$ cat src/rtl/secded_log.sv
`timescale 1ns/1ps
module secded_log #(
  parameter int PG_LSB = 9,
  parameter int PG_W   = 20,
  parameter int SW     = PG_W + 12,
  localparam int DW    = 32,
  localparam int CW    = 7
) (
  input  logic                       clk,
  input  logic                       rst_n,
  input  logic [DW-1:0]              wr_data,
  input  logic                       wr_poison,
  output logic [CW-1:0]              wr_check,
  input  logic                       rd_valid,
  input  logic [DW-1:0]              rd_data,
  input  logic [CW-1:0]              rd_check,
  input  logic [PG_LSB+PG_W-1:PG_LSB] rd_addr,
  input  logic                       rd_dma,
  output logic [DW-1:0]              rd_fixed,
  output logic                       rd_corr,
  output logic                       rd_uncorr,
  input  logic                       bus_par_err,
  input  logic                       csr_wr,
  input  logic [SW-1:0]              csr_wdata,
  output logic [SW-1:0]              csr_rdata
);

  localparam logic [CW-1:0] CK_BASE = 7'b0111100;
  localparam logic [CW-1:0] POISON  = 7'b0000111;
  localparam int B_UNC = SW - 1;
  localparam int B_MUL = SW - 2;
  localparam int B_COR = SW - 3;
  localparam int B_DMA = PG_LSB - 1;
  localparam int B_PAR = PG_LSB - 2;

  localparam logic [CW-1:0] COL [DW] = '{
    7'b1011000, 7'b0011100, 7'b0011010, 7'b1011110,
    7'b0011111, 7'b1011011, 7'b1011101, 7'b0011001,
    7'b1101000, 7'b0101100, 7'b0101010, 7'b1101110,
    7'b0101111, 7'b1101011, 7'b1101101, 7'b0101001,
    7'b1110000, 7'b0110100, 7'b0110010, 7'b1110110,
    7'b0110111, 7'b1110011, 7'b1110101, 7'b0110001,
    7'b0111000, 7'b1111100, 7'b1111010, 7'b0111110,
    7'b1111111, 7'b0111011, 7'b0111101, 7'b1111001
  };

  function automatic logic [CW-1:0] gen_chk(input logic [DW-1:0] d);
    logic [CW-1:0] c;
    c = CK_BASE;
    for (int i = 0; i < DW; i++)
      if (d[i]) c = c ^ COL[i];
    return c;
  endfunction

  assign wr_check = gen_chk(wr_data) ^ (wr_poison ? POISON : '0);

  logic [CW-1:0] syn;
  logic [DW-1:0] fix;
  logic          hit;
  logic          chk_bit_err;

  assign syn = gen_chk(rd_data) ^ rd_check;

  always_comb begin
    fix = '0;
    hit = 1'b0;
    for (int i = 0; i < DW; i++)
      if (syn == COL[i]) begin
        fix[i] = 1'b1;
        hit    = 1'b1;
      end
  end

  assign chk_bit_err = $onehot(syn);
  assign rd_corr     = hit | chk_bit_err;
  assign rd_uncorr   = (syn != '0) & ~rd_corr;
  assign rd_fixed    = rd_data ^ fix;

  logic            f_unc, f_mul, f_cor, f_dma, f_par;
  logic [PG_W-1:0] pg_r;
  logic [CW-1:0]   syn_r;
  logic            log_unc, log_cor;
  logic            clr_unc, clr_mul, clr_cor, clr_dma, clr_par;
  logic            unused_wbits;

  assign log_unc = rd_valid & rd_uncorr;
  assign log_cor = rd_valid & rd_corr;
  assign clr_unc = csr_wr & csr_wdata[B_UNC];
  assign clr_mul = csr_wr & csr_wdata[B_MUL];
  assign clr_cor = csr_wr & csr_wdata[B_COR];
  assign clr_dma = csr_wr & csr_wdata[B_DMA];
  assign clr_par = csr_wr & csr_wdata[B_PAR];
  assign unused_wbits = ^{csr_wdata[B_COR-1:PG_LSB], csr_wdata[B_PAR-1:0]};

  always_ff @(posedge clk) begin
    if (!rst_n) begin
      f_unc <= 1'b0;
      f_mul <= 1'b0;
      f_cor <= 1'b0;
      f_dma <= 1'b0;
      f_par <= 1'b0;
      pg_r  <= '0;
      syn_r <= '0;
    end else begin
      f_unc <= (f_unc & ~clr_unc) | log_unc;
      f_mul <= (f_mul & ~clr_mul) | (log_unc & f_unc);
      f_cor <= (f_cor & ~clr_cor) | log_cor;
      f_dma <= (f_dma & ~clr_dma) | ((log_unc | log_cor) & rd_dma);
      f_par <= (f_par & ~clr_par) | bus_par_err;
      if (log_unc | (log_cor & ~f_unc)) begin
        pg_r  <= rd_addr;
        syn_r <= syn;
      end
    end
  end

  assign csr_rdata = {f_unc, f_mul, f_cor, pg_r, f_dma, f_par, syn_r};

  AST_UNC_DATA_KEPT: assert property (@(posedge clk) disable iff (!rst_n)
    rd_uncorr |-> rd_fixed == rd_data);
  AST_UNC_LOGGED: assert property (@(posedge clk) disable iff (!rst_n)
    log_unc |=> csr_rdata[B_UNC] && syn_r == $past(syn));
  AST_MULTI_SET: assert property (@(posedge clk) disable iff (!rst_n)
    log_unc && csr_rdata[B_UNC] |=> csr_rdata[B_MUL]);
  AST_FIELD_HOLD: assert property (@(posedge clk) disable iff (!rst_n)
    log_cor && csr_rdata[B_UNC] |=> $stable(pg_r) && $stable(syn_r));
  AST_PAR_SET: assert property (@(posedge clk) disable iff (!rst_n)
    bus_par_err |=> csr_rdata[B_PAR]);
  AST_UNC_STICKY: assert property (@(posedge clk) disable iff (!rst_n)
    csr_rdata[B_UNC] && !clr_unc |=> csr_rdata[B_UNC]);
  AST_RO_FIELDS: assert property (@(posedge clk) disable iff (!rst_n)
    !rd_valid |=> $stable(pg_r) && $stable(syn_r));

endmodule

$ cat config.mk
export PLATFORM = sky130hd
export DESIGN_NAME = secded_log
export DESIGN_NICKNAME = d
export VERILOG_FILES = /design/src/rtl/secded_log.sv
export SDC_FILE = /design/constraint.sdc
export NUM_CORES = 1
export LEC_CHECK = 0
export BUFFER_PORTS_ARGS = -buffer_cell sky130_fd_sc_hd__buf_4
export CORE_ASPECT_RATIO = 1.1
export CORE_MARGIN = 2
export CORE_UTILIZATION = 30
export DETAILED_ROUTE_END_ITERATION = 8
export GPL_TIMING_DRIVEN = 0
export PLACE_DENSITY_LB_ADDON = 0.2
export SYNTH_ARGS = -nofsm -noshare
export SYNTH_HDL_FRONTEND = slang
export SYNTH_SLANG_ARGS = --single-unit
$ cat constraint.sdc
create_clock -name clk -period 14.15 [get_ports clk]
set_input_delay 2.1225 -clock clk [delete_from_list [all_inputs] [get_ports clk]]
set_output_delay 2.1225 -clock clk [all_outputs]
set_load 0.02 [all_outputs]
==> results.yml, run 1 <==
status:
  status: "complete, no violations"
final_layout:
  fin_util_pct: 44.0
  n_antenna_cell: 0
  multiInputGateArea_mm2: 0.00306
  nNetsFinal: 766
  area_delta_synth_final_pct: 43.0
  nFillCells: 1271
  layout-drive-gt1-share_pct: 33.5
  seq_area_um2: 641
floorplanning:
  die_y_um: 123
  start_util_pct: 30.8
  io_pins: 203
  dieWidth_um: 113
  die_area_mm2: 0.0139
  coreArea_mm2: 0.0126
  rows: 43
timing:
  skew_ns: 0.00545
  setup_slack_ns: 4.90
  min_period_over_period_pct: 65.4
  clock.fmax_ghz: 0.108
  slew_headroom_pct: 60.8
  report.final.slew_viol_count: 0
  setup_viol: 0
  hold_viol: 0
  grt_setup_unrepaired: "no"
  tightest_slew_ns: 0.582
  setup_tns_ns: 0
  min_period_ns: 9.25
critical_path:
  critPathKind: "in -> out"
  path_common_cell: "fa_1"
  crit_path_start_kind: "input pin"
  arrival_ns: 7.13
  startpoint: "rd_data[11]"
  r2r_start: "f_unc"
  critPathMaxStageDelay_ns: 0.51
  slowest_stage: "fa_1"
  endpoint: "rd_uncorr"
  crit_chain: "buf_4 > xnor2_1 > xor2_1 > xnor3_1 > xor2_2 > inv_2 > fa_1 > inv_1 > fa_1 > fa_1 > fa_1 > nor2_1 > a2111o_1 > or3_1 > nor2_1 > buf_4"
  reg2reg_depth: 5
  worst_r2r_endpoint: "pg_r[7]"
  crit_fanout: 9
  crit_required_ns: 12.03
  critPathCaptureType: "output pin"
  ff2ff_setup_slack_ns: 12.94
routing:
  vias: 3610
  avgRoutedWirePerCell_um: 14.1
  post_drt_via_cell_ratio: 4.59
  wirelength_mm: 11.1
  ant_nets: 0
  drt_first_pass_iters: 4
  drc: 0
  drt_iter0_drc: 124
hold_path:
  min_path_cells: 2
  worstHoldStart: "pg_r[10]"
  hp-class: "reg -> reg"
placement:
  dp_hpwl_mm: 9.59
  port_buffers: 174
  place_ws_ns: 4.87
  gp_congestion: 0.846
logic_synthesis:
  synth_ff_type: "dfxtp_1"
  ys_types: 55
  syn_nets: 585
  synthesis.area_mm2: 0.00389
  synth_cells: 447
  synth_edf_count: 0
  syn_area_per_cell_um2: 8.70
  synth_seq_cells: 32
  synth_seq_area_share_pct: 16.5
  async_flop_share_pct: 0
  ys_warn_count: 0
flow_run:
  cap_violations: 0
clock_tree:
  cts.repair.resized: 0
  cts_htree_levels: 2
  path_clk_slew_ns: 0.05
  insertion_delay_ns: 0.27
  clk_path_buf_depth: 2
  cts_buffers: 5
  post_cts.repair.setup_buffers: 0
  cts_tree: "yes"
  cts_hold_buf: 0
  cts.root.buffer_cell: "clkbuf_16"
  cts_sinks: 32
global_routing:
  track_usage_pct: 15.2
  grt_pass1_vias: 3445
  grt_pass1_wl_mm: 17.2
  gr-total-overflow: 0
  grt_max_degree: 12
  grt_antenna_before_repair: 0
pwr:
  power.total_uw: 1330
  vdd_drop_max_mv: 0.446
  powerDensity_mw_per_mm2: 239
  p_leak_uw: 0.00258
==> critical path, delay by kind of cell <==
family	cells	cell delay (ns)
adders and majority gates	4	1.92
buffers and inverters	4	0.53
and+or+nand+nor	3	0.65
xor gates and xnor gates	4	1.45
AOI/OAI and AO/OA	1	0.44
==> layout make-up <==
class / count / share of cell area [%]
plain buffers: 20 / 2.63
clock buffers: 5 / 2.25
clock inverters: 3 / 0.765
inverters: 10 / 0.675
multi-input cells: 385 / 55.1
flip-flops and latches: 32 / 11.5
well taps: 157 / 3.53
repair buffers: 174 / 23.5
==> registers in the layout, summed over array words and instances, names as in the netlist <==
signal  count
pg_r       20
syn_r       7
f_par       1
f_mul       1
f_dma       1
f_cor       1
f_unc       1
==> stage by stage <==
step,cell area [µm²],hold WS (ns),cells
floorplan,3890,0.474,447
global placement,5390,0.443,778
detailed placement,5390,0.451,778
CTS,5560,0.459,786
global route,5560,0.470,786
finish,5560,0.456,786
==> layer usage <==
metal | wire length (µm) | GRT usage, % | up-vias
li1 | - | - | 1819
met1 | 4700 | 20.2 | 1666
met2 | 5670 | 26.8 | 121
met3 | 647 | 2.21 | 4
met4 | 57 | 2.06 | 0
met5 | 0 | 0 | -
==> cell usage in the layout (no fill, tap or decap), types with 5 or more instances in the layout <==
master     synthesis  routed
xnor2_1           98      98
xnor3_1           12      12
dfxtp_1           32      32
clkbuf_1           9       9
buf_4              5     179
nand3_1           14      14
nor3_1             8       8
xnor2_2            6       6
inv_1              6       6
xor2_1            50      50
nor2_1            35      35
mux2i_1           26      26
nand2_1           68      68
clkbuf_16          0       5
a21oi_1            6       6
==> worst min-delay path by stage <==
| stage | endpoint | slack, ns |
|---|---|---|
| 6_report | pg_r[10] | 0.46 |
| 5_1_grt | pg_r[3] | 0.47 |
| 4_1_cts | pg_r[10] | 0.46 |
| 3_5_place_dp | pg_r[10] | 0.45 |
| 3_3_place_gp | pg_r[2] | 0.44 |
| 2_1_floorplan | f_par | 0.47 |
==> cell families after synthesis <==
logic type,count (synthesis),synth area share (%)
compound gates,30,5.60
xor+xnor,171,45.9
fa+ha+maj,8,3.35
buf+inv,30,4.73
flops,32,16.5
mux,28,7.27
simple gates,148,16.7
==> Yosys cell counts, types with 4 or more instances <==
cell      number  area (µm²)
xnor3_1       12         270
or3_1          4        25.0
mux2i_1       26         260
nor3_1         8        40.0
ha_1           4        50.1
nand2_1       68         255
xnor2_1       98         858
buf_4          5        37.5
clkbuf_1       9        33.8
nor2_1        35         131
a21oi_1        6        30.0
dfxtp_1       32         641
xor2_1        50         438
nand3_1       14        70.1
fa_1           4        80.1
xnor2_2        6        97.6
inv_1          6        22.5
==> report_power, final <==
group | internal [µW] | total [µW] | switching [µW]
clock | 82.5 | 120 | 37.6
sequential | 123 | 139 | 16.5
combinational | 462 | 1070 | 607
total | 667 | 1330 | 661
No activity file was read; power rests on OpenSTA's default activity.
==> inputs of run 2 (changes only) <==
--- a/config.mk
+++ b/config.mk
@@ -5,6 +5,7 @@
 export SDC_FILE = /design/constraint.sdc
 export NUM_CORES = 1
 export LEC_CHECK = 0
+export ABC_AREA = 1
 export BUFFER_PORTS_ARGS = -buffer_cell sky130_fd_sc_hd__buf_4
 export CORE_ASPECT_RATIO = 1.1
 export CORE_MARGIN = 2
==> constraint.sdc (replaced) <==
create_clock -name clk -period 7.7 [get_ports clk]
set_input_delay 1.155 -clock clk [delete_from_list [all_inputs] [get_ports clk]]
set_output_delay 1.155 -clock clk [all_outputs]
set_load 0.02 [all_outputs]
==> run 2 against run 1 <==
  * Clock power rose by 53%
  * Sequential share of layout area fell by 1.7 points
  * Combinational power rose by 78%
  * Via count rose by 38%
  * Final cell count rose by 49%
  * Worst hold slack improved by 0.016 ns
  * Critical path type unchanged
  * Largest cell class unchanged
==> results.yml, run 2 <==
logic_synthesis:
  synth_ff_type: "dfxtp_1"
  yosys.cell_count.top_type: "nand2_1"
  synth_compound_area_share_pct: 1.09
  yosysTopAreaCell: "nand2_1"
  synth_seq_cells: 32
  synth.area.top_cells: "nand2_1 21%, xor2_1 18%, xnor2_1 15%"
  synth_edf_count: 0
  muxShareOfSynthArea_pct: 0
  synth_seq_area_share_pct: 13.0
  syn_area_per_cell_um2: 6.18
  synth_top_family_by_area: "simple AND/OR/NAND/NOR gates"
  synth-simple-area-share_pct: 39.0
  ys_warn_count: 0
  ys_types: 37
  synth_cells: 798
  async_flop_share_pct: 0
  ys_top_cells_by_count: "276 x nand2_1, 101 x xor2_1, 84 x nor2_1, 84 x xnor2_1, 79 x inv_1"
  synth_top_area_share_pct: 21.0
  synthesis.area_mm2: 0.00493
  syn_nets: 936
  synthAdderAreaFrac_pct: 2.64
  synthXorXnorAreaFrac_pct: 33.8
final_layout:
  final_common_cell: "nand2_1"
  top_regs: "pg_r: 20 flops, syn_r: 7 flops"
  largest_reg_flops: 20
  final_cells: 1173
  seq_area_um2: 641
  layout-drive-gt1-share_pct: 25.2
  area_delta_synth_final_pct: 32.9
  nNetsFinal: 1107
  n_antenna_cell: 0
  multiInputGateArea_mm2: 0.00377
  top_register: "pg_r"
  layout_common_cells: "276 x nand2_1, 173 x buf_4, 101 x xor2_1, 84 x xnor2_1, 84 x nor2_1"
  fin_util_pct: 40.3
  nFillCells: 1826
timing:
  min_period_ns: 6.82
  setup_viol: 0
  tightest_slew_ns: 0.527
  clock.fmax_ghz: 0.147
  skew_ns: 0.00381
  setup_tns_ns: 0
  hold_viol: 0
  worst_hold_slack_ns: 0.472
  min_period_over_period_pct: 88.6
  grt_setup_unrepaired: "no"
  slew_headroom_pct: 64.7
  report.final.slew_viol_count: 0
critical_path:
  arrival_ns: 5.67
  crit_required_ns: 6.55
  reg2reg_depth: 7
  slowest_stage: "fa_1"
  critPathKind: "in -> out"
  critPathMaxStageDelay_ns: 0.49
  startpoint: "rd_data[21]"
  r2r_start: "f_unc"
  crit_chain: "buf_4 > xnor2_1 > xor2_1 > xor2_1 > xor2_1 > xor2_1 > fa_1 > inv_1 > fa_1 > fa_1 > fa_1 > or3b_2 > nand2_1 > nor2_1 > nand3_2 > nor2_2 > nand2_4 > a31oi_1 > buf_4"
  crit_fanout: 5
  worst_r2r_endpoint: "syn_r[1]"
  ff2ff_setup_slack_ns: 6.53
  critPathCaptureType: "output pin"
  crit_path_start_kind: "input pin"
clock_tree:
  cts_htree_levels: 2
  path_clk_slew_ns: 0.05
  clk_path_buf_depth: 2
  cts_sinks: 32
  insertion_delay_ns: 0.27
  post_cts.repair.setup_buffers: 0
  cts.root.buffer_cell: "clkbuf_16"
  cts.repair.resized: 0
  cts_tree: "yes"
  cts_buffers: 5
  cts_hold_buf: 0
pwr:
  powerDensity_mw_per_mm2: 360
  p_leak_uw: 0.00353
  power.total_uw: 2350
  vdd_drop_max_mv: 0.293
status:
  status: "complete, no violations"
floorplanning:
  start_util_pct: 30.3
  rows: 49
  die_y_um: 138
  die_area_mm2: 0.0175
  dieWidth_um: 126
  io_pins: 203
  coreArea_mm2: 0.0162
hold_path:
  hold_end: "f_cor"
  worstHoldStart: "f_cor"
  min_path_cells: 2
  hp-class: "reg -> reg"
global_routing:
  grt_pass1_vias: 4647
  grt_pass1_wl_mm: 23.4
  grt_max_degree: 11
  track_usage_pct: 16.4
  gr-total-overflow: 0
  grt_antenna_before_repair: 0
placement:
  dp_hpwl_mm: 12.8
  place_inst: 1166
  gp_congestion: 0.937
  port_buffers: 164
routing:
  drt_first_pass_iters: 4
  wirelength_mm: 14.7
  vias: 4994
  ant_nets: 0
  drc: 0
  avgRoutedWirePerCell_um: 12.5
  post_drt_via_cell_ratio: 4.26
  drt_iter0_drc: 239
flow_run:
  cap_violations: 0
## run 2: cell types whose count changed after synthesis, moves of 23 or more
cell / change
nor2_1: +49
inv_1: +73
mux2i_1: -26
xor2_1: +51
nand3_1: +23
nand2_1: +208
## run 2: per-stage QoR
step / worst slack [ns] / instance area [µm²]
2_1_floorplan: 1.21 / 4930
3_3_place_gp: 0.859 / 6410
3_5_place_dp: 0.859 / 6410
4_1_cts: 0.842 / 6550
5_1_grt: 0.576 / 6550
6_report: 0.876 / 6550
## run 2: worst max-delay path by stage
| stage | end | slack [ns] | cells after the start |
|---|---|---|---|
| 4_1_cts | rd_uncorr | 0.84 | 19 |
| 6_report | rd_uncorr | 0.88 | 19 |
| 3_5_place_dp | rd_uncorr | 0.86 | 19 |
| 3_3_place_gp | rd_uncorr | 0.86 | 19 |
| 2_1_floorplan | rd_uncorr | 1.21 | 18 |
| 5_1_grt | rd_uncorr | 0.58 | 19 |
## run 2: final cells by class
type / count / share of cell area (%)
inverters: 95 / 5.45
repair buffers: 164 / 18.8
well taps: 204 / 3.90
clock buffers: 6 / 1.97
clock inverters: 1 / 0.0764
multi-input cells: 648 / 57.6
plain buffers: 23 / 2.45
flip-flops and latches: 32 / 9.78
## run 2: logic make-up after synthesis
| kind of cell | after synthesis |
|---|---|
| AOI/OAI and AO/OA | 9 |
| DFF | 32 |
| buffers and inverters | 118 |
| adders and majority gates | 8 |
| xor gates and xnor gates | 187 |
| and+or+nand+nor | 444 |
## run 2: where the power goes
part	total [µW]	switching, µW	internal [µW]
Combinational	1900	1160	738
Clock	183	66.1	117
Sequential	269	31.8	237
## run 2: metal layers
layer / vias to the layer above / wire length (µm) / GRT usage (%)
li1: 2693 / - / -
met1: 2122 / 6840 / 22.6
met2: 162 / 6850 / 27.9
met3: 17 / 735 / 1.35
met4: 0 / 268 / 3.82
met5: - / 0 / 0
## run 2: critical path: cells and delay by family
family                   cells  cell delay (ns)
XOR/XNOR                     5             1.36
adder cells (fa/ha/maj)      4             1.86
AND/OR/NAND/NOR              6             0.71
buffers and inverters        3             0.41
AO/OA/AOI/OAI                1             0.16
